<file path="config.mk">
export PLATFORM = sky130hd
export DESIGN_NAME = abt_set
export DESIGN_NICKNAME = d
export VERILOG_FILES = /design/src/rtl/abt_pkg.sv /design/src/rtl/abt_fwd.sv /design/src/rtl/abt_level.sv /design/src/rtl/abt_leaf.sv /design/src/rtl/abt_set.sv
export SDC_FILE = /design/constraint.sdc
export NUM_CORES = 1
export LEC_CHECK = 0
export ABC_AREA = 1
export CAP_MARGIN = 10
export CORE_ASPECT_RATIO = 0.6
export CORE_UTILIZATION = 40
export CTS_BUF_LIST = sky130_fd_sc_hd__clkbuf_8 sky130_fd_sc_hd__clkbuf_16
export CTS_CLUSTER_DIAMETER = 80
export DETAILED_ROUTE_END_ITERATION = 10
export SKIP_CTS_REPAIR_TIMING = 1
export SYNTH_ARGS = -nofsm -noshare
export SYNTH_HDL_FRONTEND = slang
export SYNTH_SLANG_ARGS = --single-unit
</file>
<file path="constraint.sdc">
create_clock -name clk -period 2.9 [get_ports clk]
set_clock_uncertainty 0.15 [all_clocks]
set_input_delay 0.87 -clock clk [delete_from_list [all_inputs] [get_ports clk]]
set_output_delay 0.87 -clock clk [all_outputs]
set_load 0.05 [all_outputs]
</file>
<file path="src/rtl/abt_pkg.sv">
package abt_pkg;
    parameter int unsigned NUM_ELEM = 128;
    parameter int unsigned WORD_W   = 16;

    localparam int unsigned NUM_LEAF = NUM_ELEM / WORD_W;
    localparam int unsigned IDX_W    = $clog2(NUM_ELEM);
    localparam int unsigned BIT_W    = $clog2(WORD_W);
    localparam int unsigned LEV      = $clog2(NUM_LEAF);
    localparam int unsigned PATH_W   = IDX_W - BIT_W;
    localparam int unsigned CNT_W    = IDX_W;
    localparam int unsigned LATENCY  = LEV + 1;

    typedef enum logic [1:0] {
        OP_ADD  = 2'd0,
        OP_DEL  = 2'd1,
        OP_TEST = 2'd2,
        OP_FIND = 2'd3
    } op_e;

    // One pipeline slot travelling down the tree
    typedef struct packed {
        logic              vld;
        op_e               op;
        logic [IDX_W-1:0]  idx;
        logic [PATH_W-1:0] path;   // leaf number, built level by level for locate
        logic              pre;    // membership before this operation
        logic              empty;  // locate found nothing at the root
    } stage_t;

    typedef struct packed {
        logic             vld;
        op_e              op;
        logic             hit;
        logic [IDX_W-1:0] idx;
    } result_t;

    function automatic logic [BIT_W-1:0] low_bit(input logic [WORD_W-1:0] w);
        logic [BIT_W-1:0] p;
        p = '0;
        for (int b = WORD_W - 1; b >= 0; b--) begin
            if (w[b]) p = BIT_W'(b);
        end
        return p;
    endfunction

    // True when the slot flips its bit and so must adjust the counts
    function automatic logic flips(input stage_t s);
        return s.vld && ((s.op == OP_ADD && !s.pre) || (s.op == OP_DEL && s.pre));
    endfunction
endpackage

</file>
<file path="src/rtl/abt_fwd.sv">
module abt_fwd
    import abt_pkg::*;
(
    input  logic              in_valid,
    input  op_e               in_op,
    input  logic [IDX_W-1:0]  in_idx,
    input  stage_t            older [0:LEV],
    input  logic [WORD_W-1:0] leaf_word,
    output logic [PATH_W-1:0] leaf_sel,
    output stage_t            issue
);
    logic cur;

    always_comb begin
        leaf_sel = in_idx[IDX_W-1:BIT_W];
        cur      = leaf_word[in_idx[BIT_W-1:0]];
        // oldest first, so the youngest matching update wins
        for (int j = LEV; j >= 0; j--) begin
            if (older[j].vld && older[j].idx == in_idx &&
                (older[j].op == OP_ADD || older[j].op == OP_DEL)) begin
                cur = (older[j].op == OP_ADD);
            end
        end
        issue.vld   = in_valid;
        issue.op    = in_op;
        issue.idx   = in_idx;
        issue.path  = (in_op == OP_FIND) ? '0 : leaf_sel;
        issue.pre   = cur;
        issue.empty = 1'b0;
    end
endmodule

</file>
<file path="src/rtl/abt_level.sv">
module abt_level
    import abt_pkg::*;
#(
    parameter int unsigned K = 0
) (
    input  logic   clk,
    input  logic   rst,
    input  stage_t st_in,
    output stage_t st_out
);
    localparam int unsigned NODE_W = (K == 0) ? 1 : K;
    localparam int unsigned NODES  = 1 << NODE_W;
    localparam int unsigned DBIT   = LEV - 1 - K;

    logic [CNT_W-1:0] lcnt [NODES];
    logic [CNT_W-1:0] rcnt [NODES];
    logic [NODE_W-1:0] node;
    logic lzero, dir, wr;

    always_comb begin
        node  = NODE_W'(st_in.path >> (LEV - K));
        lzero = (lcnt[node] == '0);
        dir   = (st_in.op == OP_FIND) ? lzero : st_in.path[DBIT];
        wr    = flips(st_in);
        st_out = st_in;
        st_out.path[DBIT] = dir;
        if (K == 0 && st_in.op == OP_FIND) begin
            st_out.empty = lzero && (rcnt[node] == '0);
        end
    end

    always_ff @(posedge clk) begin
        if (rst) begin
            for (int n = 0; n < NODES; n++) begin
                lcnt[n] <= '0;
                rcnt[n] <= '0;
            end
        end else if (wr) begin
            if (!dir) begin
                lcnt[node] <= (st_in.op == OP_ADD) ? lcnt[node] + 1'b1 : lcnt[node] - 1'b1;
            end else begin
                rcnt[node] <= (st_in.op == OP_ADD) ? rcnt[node] + 1'b1 : rcnt[node] - 1'b1;
            end
        end
    end
endmodule

</file>
<file path="src/rtl/abt_leaf.sv">
module abt_leaf
    import abt_pkg::*;
(
    input  logic              clk,
    input  logic              rst,
    input  stage_t            st_in,
    input  logic [PATH_W-1:0] q_sel,
    output logic [WORD_W-1:0] q_word,
    output result_t           res
);
    logic [WORD_W-1:0] words [NUM_LEAF];
    logic [WORD_W-1:0] cur;
    logic [BIT_W-1:0]  pos;

    always_comb begin
        q_word  = words[q_sel];
        cur     = words[st_in.path];
        pos     = low_bit(cur);
        res.vld = st_in.vld;
        res.op  = st_in.op;
        if (st_in.op == OP_FIND) begin
            res.hit = !st_in.empty;
            res.idx = st_in.empty ? '0 : {st_in.path, pos};
        end else begin
            res.hit = st_in.pre;
            res.idx = st_in.idx;
        end
    end

    always_ff @(posedge clk) begin
        if (rst) begin
            for (int n = 0; n < NUM_LEAF; n++) words[n] <= '0;
        end else if (flips(st_in)) begin
            words[st_in.path][st_in.idx[BIT_W-1:0]] <= (st_in.op == OP_ADD);
        end
    end
endmodule

</file>
<file path="src/rtl/abt_set.sv">
module abt_set
    import abt_pkg::*;
(
    input  logic             clk,
    input  logic             rst,
    input  logic             in_valid,
    input  logic [1:0]       in_op,
    input  logic [IDX_W-1:0] in_idx,
    output logic             out_valid,
    output logic [1:0]       out_op,
    output logic             out_hit,
    output logic [IDX_W-1:0] out_idx
);
    stage_t  st_q [0:LEV];
    stage_t  st_d [0:LEV];
    result_t res_d, res_q;
    logic [PATH_W-1:0] q_sel;
    logic [WORD_W-1:0] q_word;

    abt_fwd u_fwd (
        .in_valid  (in_valid),
        .in_op     (op_e'(in_op)),
        .in_idx    (in_idx),
        .older     (st_q),
        .leaf_word (q_word),
        .leaf_sel  (q_sel),
        .issue     (st_d[0])
    );

    for (genvar k = 0; k < LEV; k++) begin : g_lvl
        abt_level #(.K(k)) u_lvl (
            .clk    (clk),
            .rst    (rst),
            .st_in  (st_q[k]),
            .st_out (st_d[k+1])
        );
    end

    abt_leaf u_leaf (
        .clk    (clk),
        .rst    (rst),
        .st_in  (st_q[LEV]),
        .q_sel  (q_sel),
        .q_word (q_word),
        .res    (res_d)
    );

    always_ff @(posedge clk) begin
        if (rst) begin
            for (int k = 0; k <= LEV; k++) st_q[k] <= '0;
            res_q <= '0;
        end else begin
            for (int k = 0; k <= LEV; k++) st_q[k] <= st_d[k];
            res_q <= res_d;
        end
    end

    assign out_valid = res_q.vld;
    assign out_op    = res_q.op;
    assign out_hit   = res_q.hit;
    assign out_idx   = res_q.idx;
endmodule

</file>
==> results.yml, run 1 <==
timing:
  drv_slew: 0
  fin_ws_ps: 141.6
  finalSetupViolCount: 0
  fin_crit_sh: 0.9512
  fin_tns_setup_ps: 0
  worst-slew-pin-transition_ps: 1102
  period_needed_ps: 2758
  slew_headroom: 0.2574
  fmax_mhz: 362.5
  rsz0062_at_grt: "no"
  hold_viol_final: 0
grt:
  antenna_found_initial: 0
  grt_overflow_total: 0
  grtUsageTotal: 0.2345
  met3_usage: 0.05726
  use_met1: 0.3749
  grt_start_max_net_pins: 72
  grt_pass1_wl_um: 61950
  top_usage_layer: "met1"
  met2_usage: 0.3066
  first_global_vias: 10520
placed_design:
  finalWeightedCongestion: 0.9261
  place_inst: 2053
  dpl_cell_area_um2: 14570
  pre_cts_ws_ps: -285.6
  hpwl_um: 28100
  port_buffers: 22
logic_synthesis:
  synth_top_area_frac: 0.4101
  synth_edf_count: 184
  ys_types: 48
  synth.avg_cell_area_um2: 8.352
  yosys.area_share.simple: 0.2117
  synthAdderAreaFrac: 0.02452
  synth_flop_cell: "edfxtp_1"
  yosysMostFrequentCell: "nand2_1"
  syn-num-nets: 1649
  synth-compound-area-share: 0.1644
  ys_top_cells_by_count: "nand2_1 (244), o21ai_0 (233), nor2_1 (230), edfxtp_1 (184), nor3_1 (140)"
  yosys.area.top_type: "edfxtp_1"
  synth_top_family_by_area: "simple AND/OR/NAND/NOR gates"
  async_flop_share: 0
  syn_inst: 1613
  ys_seq_area_frac: 0.5142
  yosys_warnings: 0
  yosys.area_share.xor_xnor: 0.01040
  syn-cell-area_um2: 13470
  ys_seq_elements: 254
  synthTopCellsByArea: "edfxtp_1 (41%), dfxtp_1 (10%), o21ai_0 (8.7%)"
  synth_mux_area_frac: 0
power:
  clkPwrFrac: 0.413
  combPwrFrac: 0.098
  p_sw_mw: 2.114
  power_density_nw_per_um2: 541.2
  seq_power_share: 0.488
  p_int_mw: 6.261
  ir_worst_vdd_v: 0.0003877
  p_sw_frac: 0.2524
  p_leak_nw: 5.880
clock_network:
  cts_buffers: 26
  h-tree-depth: 1
  cts_sinks: 254
  clockBufferDepth: 3
  cts_tree: "done"
  clkLatencyLatePin_ps: 560
  cts-root-buf: "clkbuf_16"
  clkTransAtPathRegs_ps: 70
floorplan:
  coreArea_um2: 32800
  io-pin-count: 23
  floorplan.rows: 51
  start_util: 0.4107
  die-width_um: 238.9
  die_h_um: 144.2
  die_area_um2: 34440
worst_setup_path:
  slowest_delay_ps: 470
  cp_data_arrival_time_ps: 3050
  crit_chain: "inv_2 -> nand3_1 -> inv_1 -> a22o_1 -> a221oi_1 -> nand2_1 -> nor2_1 -> o21ai_1 -> nand2_1 -> nand2_1 -> nand2_1 -> a21oi_1"
  required_ps: 3190
  crit_top_cell: "nand2_1"
  path_max_fanout: 7
  cp_top_family: "simple AND/OR/NAND/NOR gates"
  worst-setup-path-type: "reg2reg"
  worst_setup_path_start_kind: "register"
  critPathBufInv: 2
  end_kind: "register"
  crit_path_top_delay_cell: "dfxtp_1"
routing:
  routed-via-count: 11840
  wire_per_inst_um: 19.20
  routed_via_density: 5.637
  drtIter0Drc: 1609
  drtPass1Iterations: 5
  drc: 0
  ant_nets: 0
  wl_um: 40310
layout:
  diodes: 0
  area_delta_synth_final_pct: 14.87
  final_area_um2: 15470
  final_util: 0.4718
  fin_cells: 2100
  nets: 1667
  multi_input_area_um2: 5567
  regArea_um2: 6929
  final.fill_count: 3188
  drive_above_1_share: 0.1073
run:
  max_cap_viol_count: 0
worst_hold_path:
  hold_class: "reg2reg"
run_status:
  outcome: "completed"
## cells by family (layout without fill, tap and decap cells)
logic type,count (synthesis),after routing
xor+xnor,16,16
compound gates,390,390
fa+ha+maj,24,24
buf+inv,258,295
flops,254,254
simple gates,671,671
## worst register-to-register path: stages, from the launching register on
cell	delay, ps
dfxtp_1	470
inv_2	150
nand3_1	190
inv_1	260
a22o_1	260
a221oi_1	330
nand2_1	150
nor2_1	230
o21ai_1	110
nand2_1	110
nand2_1	80
nand2_1	80
a21oi_1	70
## power by group through the flow
stage          Combinational, mW  Clock (mW)  Sequential [mW]
6_report                   0.823        3.46             4.09
5_1_grt                    0.917        3.66             4.10
4_1_cts                    0.806        3.51             4.09
3_5_place_dp               0.802           0             4.16
3_3_place_gp               0.785           0             4.16
2_1_floorplan              0.534           0             4.13
## path summary, 6_finish.rpt
check,from,endpoint,slack [ps],cells past startpoint
worst min register to register,st_q[48],st_q[33],250,2
worst min-delay path,st_q[48],st_q[33],250,2
worst max register to register,st_q[2],out_idx[1],140,12
worst max-delay path,st_q[2],out_idx[1],140,12
## layout make-up
cell class,instances,share of cell area
Clock buffer,32,0.04956
Sequential cell,254,0.4478
Inverter,137,0.03331
Timing Repair Buffer,111,0.06614
Multi-Input combinational cell,1101,0.3597
Clock inverter,15,0.007115
Tap cell,450,0.03638
## sequential cells by signal, summed over array words and instances, names as in the netlist
| name | cells |
|---|---|
| st_q | 59 |
| out_valid | 1 |
| out_hit | 1 |
| u_leaf.words | 128 |
| out_op | 2 |
| out_idx | 7 |
| g_lvl.u_lvl.rcnt | 7 |
| g_lvl.u_lvl.lcnt | 49 |
## metrics by stage
step | hold slack, ps | power, mW
after global routing | 274.7 | 8.681
after detailed placement | 247.2 | 4.966
after floorplan | 238.3 | 4.668
after CTS | 255.7 | 8.399
final | 254.4 | 8.375
after global placement | 243.1 | 4.948
## metal layers
metal | routed length (um) | share of wire | vias to the layer above
met2 | 15260 | 0.38 | 573
met4 | 667 | 0.017 | 0
met3 | 4609 | 0.11 | 57
met1 | 19770 | 0.49 | 5613
li1 | - | - | 5595
met5 | 0 | 0 | -
## cell usage in the layout (no fill, tap or decap), types with 4 or more instances in the layout
master,instances
or2_2,4
buf_4,76
nor3_1,140
clkinv_1,6
inv_2,20
a21oi_1,42
o21ai_1,8
edfxtp_1,184
nor2_1,229
nor3b_1,6
nand4_1,5
inv_1,116
o2111ai_1,6
clkdlybuf4s50_1,20
a22oi_1,4
o211ai_1,5
nand2_1,243
nand3_2,8
clkbuf_16,29
o21bai_1,5
a221oi_1,15
o22ai_1,43
o221ai_1,6
xor2_1,9
nand3_1,22
ha_1,20
o2bb2ai_1,4
o21ai_0,233
xnor2_1,6
nor4_1,4
a22o_1,6
dfxtp_1,68
buf_12,11
clkinv_2,5
Note: power is estimated with default switching activity, not from simulation.
==> run 2: changes to the inputs <==
- MAX_ROUTING_LAYER: unset -> met4
- clock period: 2.9 -> 3.4 ns (I/O delays scaled with it)
==> run 2 against run 1 <==
Fmax decreased by 9.1%. Sequential cell count unchanged. Register-to-register slack improved by 220 ps. Clock-buffer cell count increased by 7. Critical endpoint is now g_lvl[1].u_lvl.lcnt[0][6]. Critical path type unchanged. Core utilization decreased by 0.41 points. Via count decreased by 1.7%. Largest power group unchanged.
==> results.yml, run 2 (same netlist as run 1, synthesis figures left out) <==
layout:
  final_util: 0.4677
  nets: 1644
  drive_above_1_share: 0.09275
  fin_cells: 2078
  final_common_cell: "nand2_1"
  largest_register_ffs: 128
  largest_register: "u_leaf.words"
  final_cell_mix: "nand2_1 (243), o21ai_0 (233), nor2_1 (230)"
  diodes: 0
  area_delta_synth_final_pct: 13.88
  largest_registers: "u_leaf.words x128, st_q x59, g_lvl.u_lvl.lcnt x49"
clock_network:
  cts_tree: "done"
  clkTransAtPathRegs_ps: 70
  cts-root-buf: "clkbuf_16"
  clockBufferDepth: 3
  cts_sinks: 254
  clkLatencyLatePin_ps: 560
  cts_buffers: 26
  h-tree-depth: 1
grt:
  use_met1: 0.3686
  antenna_found_initial: 0
  grt_overflow_total: 0
  grt_start_max_net_pins: 102
  grt_pass1_wl_um: 60610
  first_global_vias: 10340
  met3_usage: 0.04810
  met2_usage: 0.3058
  grtUsageTotal: 0.2356
  top_usage_layer: "met1"
placed_design:
  pre_cts_ws_ps: 65.54
  place_inst: 2030
  finalWeightedCongestion: 0.8970
  port_buffers: 22
  hpwl_um: 26960
run:
  max_cap_viol_count: 0
routing:
  routed_via_density: 5.599
  routed-via-count: 11630
  drtPass1Iterations: 6
  ant_nets: 0
  wire_per_inst_um: 18.87
  drc: 0
  wl_um: 39210
  drtIter0Drc: 1504
worst_setup_path:
  r2r_slack_ps: 370
  worst_setup_path_start_kind: "register"
  required_ps: 3550
  path_max_fanout: 9
  end_kind: "register"
  critical_path.endpoint: "g_lvl[1].u_lvl.lcnt[0][6]"
  crit_start: "st_q[34]"
  worst-setup-path-type: "reg2reg"
  cp_data_arrival_time_ps: 3180
  reg2reg_to: "g_lvl[1].u_lvl.lcnt[0][6]"
  rr_startpoint: "st_q[34]"
  r2r_cells: 13
power:
  p_leak_nw: 5.808
  ir_worst_vdd_v: 0.0003406
  power_density_nw_per_um2: 475.1
timing:
  fin_tns_setup_ps: 0
  worst-slew-pin-transition_ps: 1063
  fin_crit_sh: 0.8923
  rsz0062_at_grt: "no"
  fmax_mhz: 329.6
  hold_viol_final: 0
  period_needed_ps: 3034
  drv_slew: 0
  fin_ws_ps: 366.2
  slew_headroom: 0.2839
  finalSetupViolCount: 0
worst_hold_path:
  whs_path_depth: 2
  hold_class: "reg2reg"
floorplan:
  start_util: 0.4107
  floorplan.rows: 51
  io-pin-count: 23
  die_area_um2: 34440
  die_h_um: 144.2
  die-width_um: 238.9
  coreArea_um2: 32800
run_status:
  outcome: "completed"
-- run 2: cell types whose count changed in the layout (fill, tap and decap cells not counted), sizes merged --
cell      previous run  this run
buf                 91        68
clkbuf              32        39
clkinv              12         9
clkinvlp             2         0
bufinv               1         0
-- run 2: cell type report --
cell class | instances | area, um2
clock inverters | 9 | 63.81
repair buffers | 88 | 830.8
well taps | 450 | 563.0
fillers | 3184 | 17460
clock buffers | 39 | 897.1
multi-input cells | 1101 | 5544
flip-flops and latches | 254 | 6927
inverters | 137 | 515.5
-- run 2: critical path, stage by stage, from the launching register on --
cell     delay (ps)
dfxtp_1         560
inv_2           170
or2_2           300
o21ai_1         120
inv_1           110
fa_1            470
nand3_1          90
and2_1          160
inv_1            50
a21oi_1         120
nor2_1           60
nor2_1          120
xor2_1          220
nor2_1           70
-- run 2: how the worst min path moves through the flow --
stage / start / end / slack (ps)
3_5_place_dp: st_q[48] / st_q[33] / 250
5_1_grt: st_q[48] / st_q[33] / 270
6_report: st_q[47] / st_q[32] / 250
3_3_place_gp: st_q[48] / st_q[33] / 250
4_1_cts: st_q[47] / st_q[32] / 250
2_1_floorplan: st_q[15] / st_q[0] / 240
-- run 2: where the power goes --
part           leakage [nW]  switching (mW)  total (mW)  internal, mW
Combinational          2.85           0.446       0.674         0.228
Clock                 0.487            1.29        3.13          1.84
Sequential             2.47          0.0668        3.49          3.42
Total                  5.81            1.81        7.29          5.48
-- run 2: metrics by stage --
step                total power [mW]  hold slack, ps  instance area [um2]
floorplan                      3.981           238.3                13470
global placement               4.200           246.1                14380
detailed placement             4.214           249.0                14380
CTS                            7.322           248.0                15340
global route                   7.549           265.8                15340
finish                         7.289           247.6                15340
-- run 2: metal layers --
metal | up-vias | wire length [um]
met5 | - | 0
met4 | 0 | 535
met3 | 47 | 3891
met2 | 525 | 15070
met1 | 5507 | 19720
li1 | 5555 | -
==> run 3: changes to the inputs <==
- CAP_MARGIN: 10 -> 20
==> run 3 against run 2 <==
Sequential power is essentially flat. Routed wire length down 0.16%. Fmax grew 0.41%. Worst hold slack improved by 2.8 ps. Sequential share of layout area hardly changed. Largest cell class unchanged. Largest power group unchanged. Highest routed layer unchanged.
==> results.yml, run 3 (same netlist as run 1, synthesis figures left out) <==
grt:
  grt_overflow_total: 0
  antenna_found_initial: 0
  first_global_vias: 10340
  grt_start_max_net_pins: 102
  grt_pass1_wl_um: 60610
  grtUsageTotal: 0.2356
routing:
  drc: 0
  wire_per_inst_um: 18.83
  ant_nets: 0
  routed-via-count: 11620
  routed_via_density: 5.587
  wl_um: 39150
  drtPass1Iterations: 8
  drtIter0Drc: 1468
placed_design:
  pre_cts_ws_ps: 65.54
  port_buffers: 22
  hpwl_um: 26960
  finalWeightedCongestion: 0.8970
  dpl_cell_area_um2: 14380
worst_setup_path:
  cp_data_arrival_time_ps: 3170
  path_max_fanout: 9
  worst_setup_path_start_kind: "register"
  end_kind: "register"
  r2r_cells: 13
  required_ps: 3550
  worst-setup-path-type: "reg2reg"
layout:
  final_cell_mix: "nand2_1 (243), o21ai_0 (233), nor2_1 (230)"
  largest_registers: "u_leaf.words x128, st_q x59, g_lvl.u_lvl.lcnt x49"
  nets: 1645
  diodes: 0
  final_common_cell: "nand2_1"
  largest_register: "u_leaf.words"
  final_area_um2: 15350
  drive_above_1_share: 0.09331
  largest_register_ffs: 128
  area_delta_synth_final_pct: 13.93
timing:
  rsz0062_at_grt: "no"
  fin_ws_ps: 378.5
  finalSetupViolCount: 0
  hold_viol_final: 0
  fin_tns_setup_ps: 0
  fin_crit_sh: 0.8887
  worst-slew-pin-transition_ps: 1030
  period_needed_ps: 3021
  slew_headroom: 0.3059
  drv_slew: 0
  fmax_mhz: 331.0
  hold_slack_ps: 250.4
clock_network:
  cts_buffers: 26
  clkTransAtPathRegs_ps: 70
  cts_sinks: 254
  clkLatencyLatePin_ps: 560
  clockBufferDepth: 3
  cts_tree: "done"
  cts-root-buf: "clkbuf_16"
  h-tree-depth: 1
power:
  power_density_nw_per_um2: 475.3
  power.total_mw: 7.295
  p_leak_nw: 5.812
  ir_worst_vdd_v: 0.0003380
floorplan:
  floorplan.rows: 51
  coreArea_um2: 32800
  die_area_um2: 34440
  io-pin-count: 23
  die-width_um: 238.9
  start_util: 0.4107
  die_h_um: 144.2
worst_hold_path:
  hold_class: "reg2reg"
  whs_path_depth: 2
run:
  max_cap_viol_count: 0
run_status:
  outcome: "completed"
## run 3: cell types whose count changed in the layout (fill, tap and decap cells not counted)
cell	change
clkbuf_4	+1
## run 3: power breakdown
group / switching [mW] / total, mW / leakage [nW] / internal [mW]
Sequential: 0.0666 / 3.49 / 2.47 / 3.42
Combinational: 0.446 / 0.676 / 2.85 / 0.229
Clock: 1.30 / 3.13 / 0.487 / 1.84
Total: 1.81 / 7.30 / 5.81 / 5.48
## run 3: area by class of cell
| cell class | instances | area, um2 |
|---|---|---|
| clock buffer | 39 | 897.1 |
| timing repair buffer | 89 | 838.3 |
| sequential | 254 | 6927 |
| clock inverter | 9 | 63.81 |
| multi-input combinational | 1101 | 5544 |
| tap | 450 | 563.0 |
| fill | 3183 | 17450 |
| inverter | 137 | 515.5 |
## run 3: per-stage QoR
stage	cells	utilization
final	2079	0.4680
after global routing	2079	0.4680
after CTS	2078	0.4677
after detailed placement	2030	0.4384
after global placement	2030	0.4384
after floorplan	1613	-
## run 3: critical path: stages, from the launching register on
cell,delay (ps)
dfxtp_1,560
inv_2,170
or2_2,300
o21ai_1,130
inv_1,110
fa_1,470
nand3_1,90
and2_1,160
inv_1,50
a21oi_1,120
nor2_1,60
nor2_1,110
xor2_1,220
nor2_1,70
## run 3: routing by layer
| layer | track usage | part of all wire | up-vias |
|---|---|---|---|
| li1 | - | - | 5555 |
| met1 | 0.3686 | 0.50 | 5491 |
| met2 | 0.3058 | 0.38 | 519 |
| met3 | 0.04810 | 0.10 | 50 |
| met4 | 0.04251 | 0.013 | 0 |
| met5 | - | 0 | - |
## run 3: worst paths after layout
check | to | startpoint | slack, ps
setup / recovery | g_lvl[1].u_lvl.lcnt[0][6] | st_q[34] | 380
setup reg to reg | g_lvl[1].u_lvl.lcnt[0][6] | st_q[34] | 380
hold reg to reg | st_q[32] | st_q[47] | 250
hold / removal | st_q[32] | st_q[47] | 250
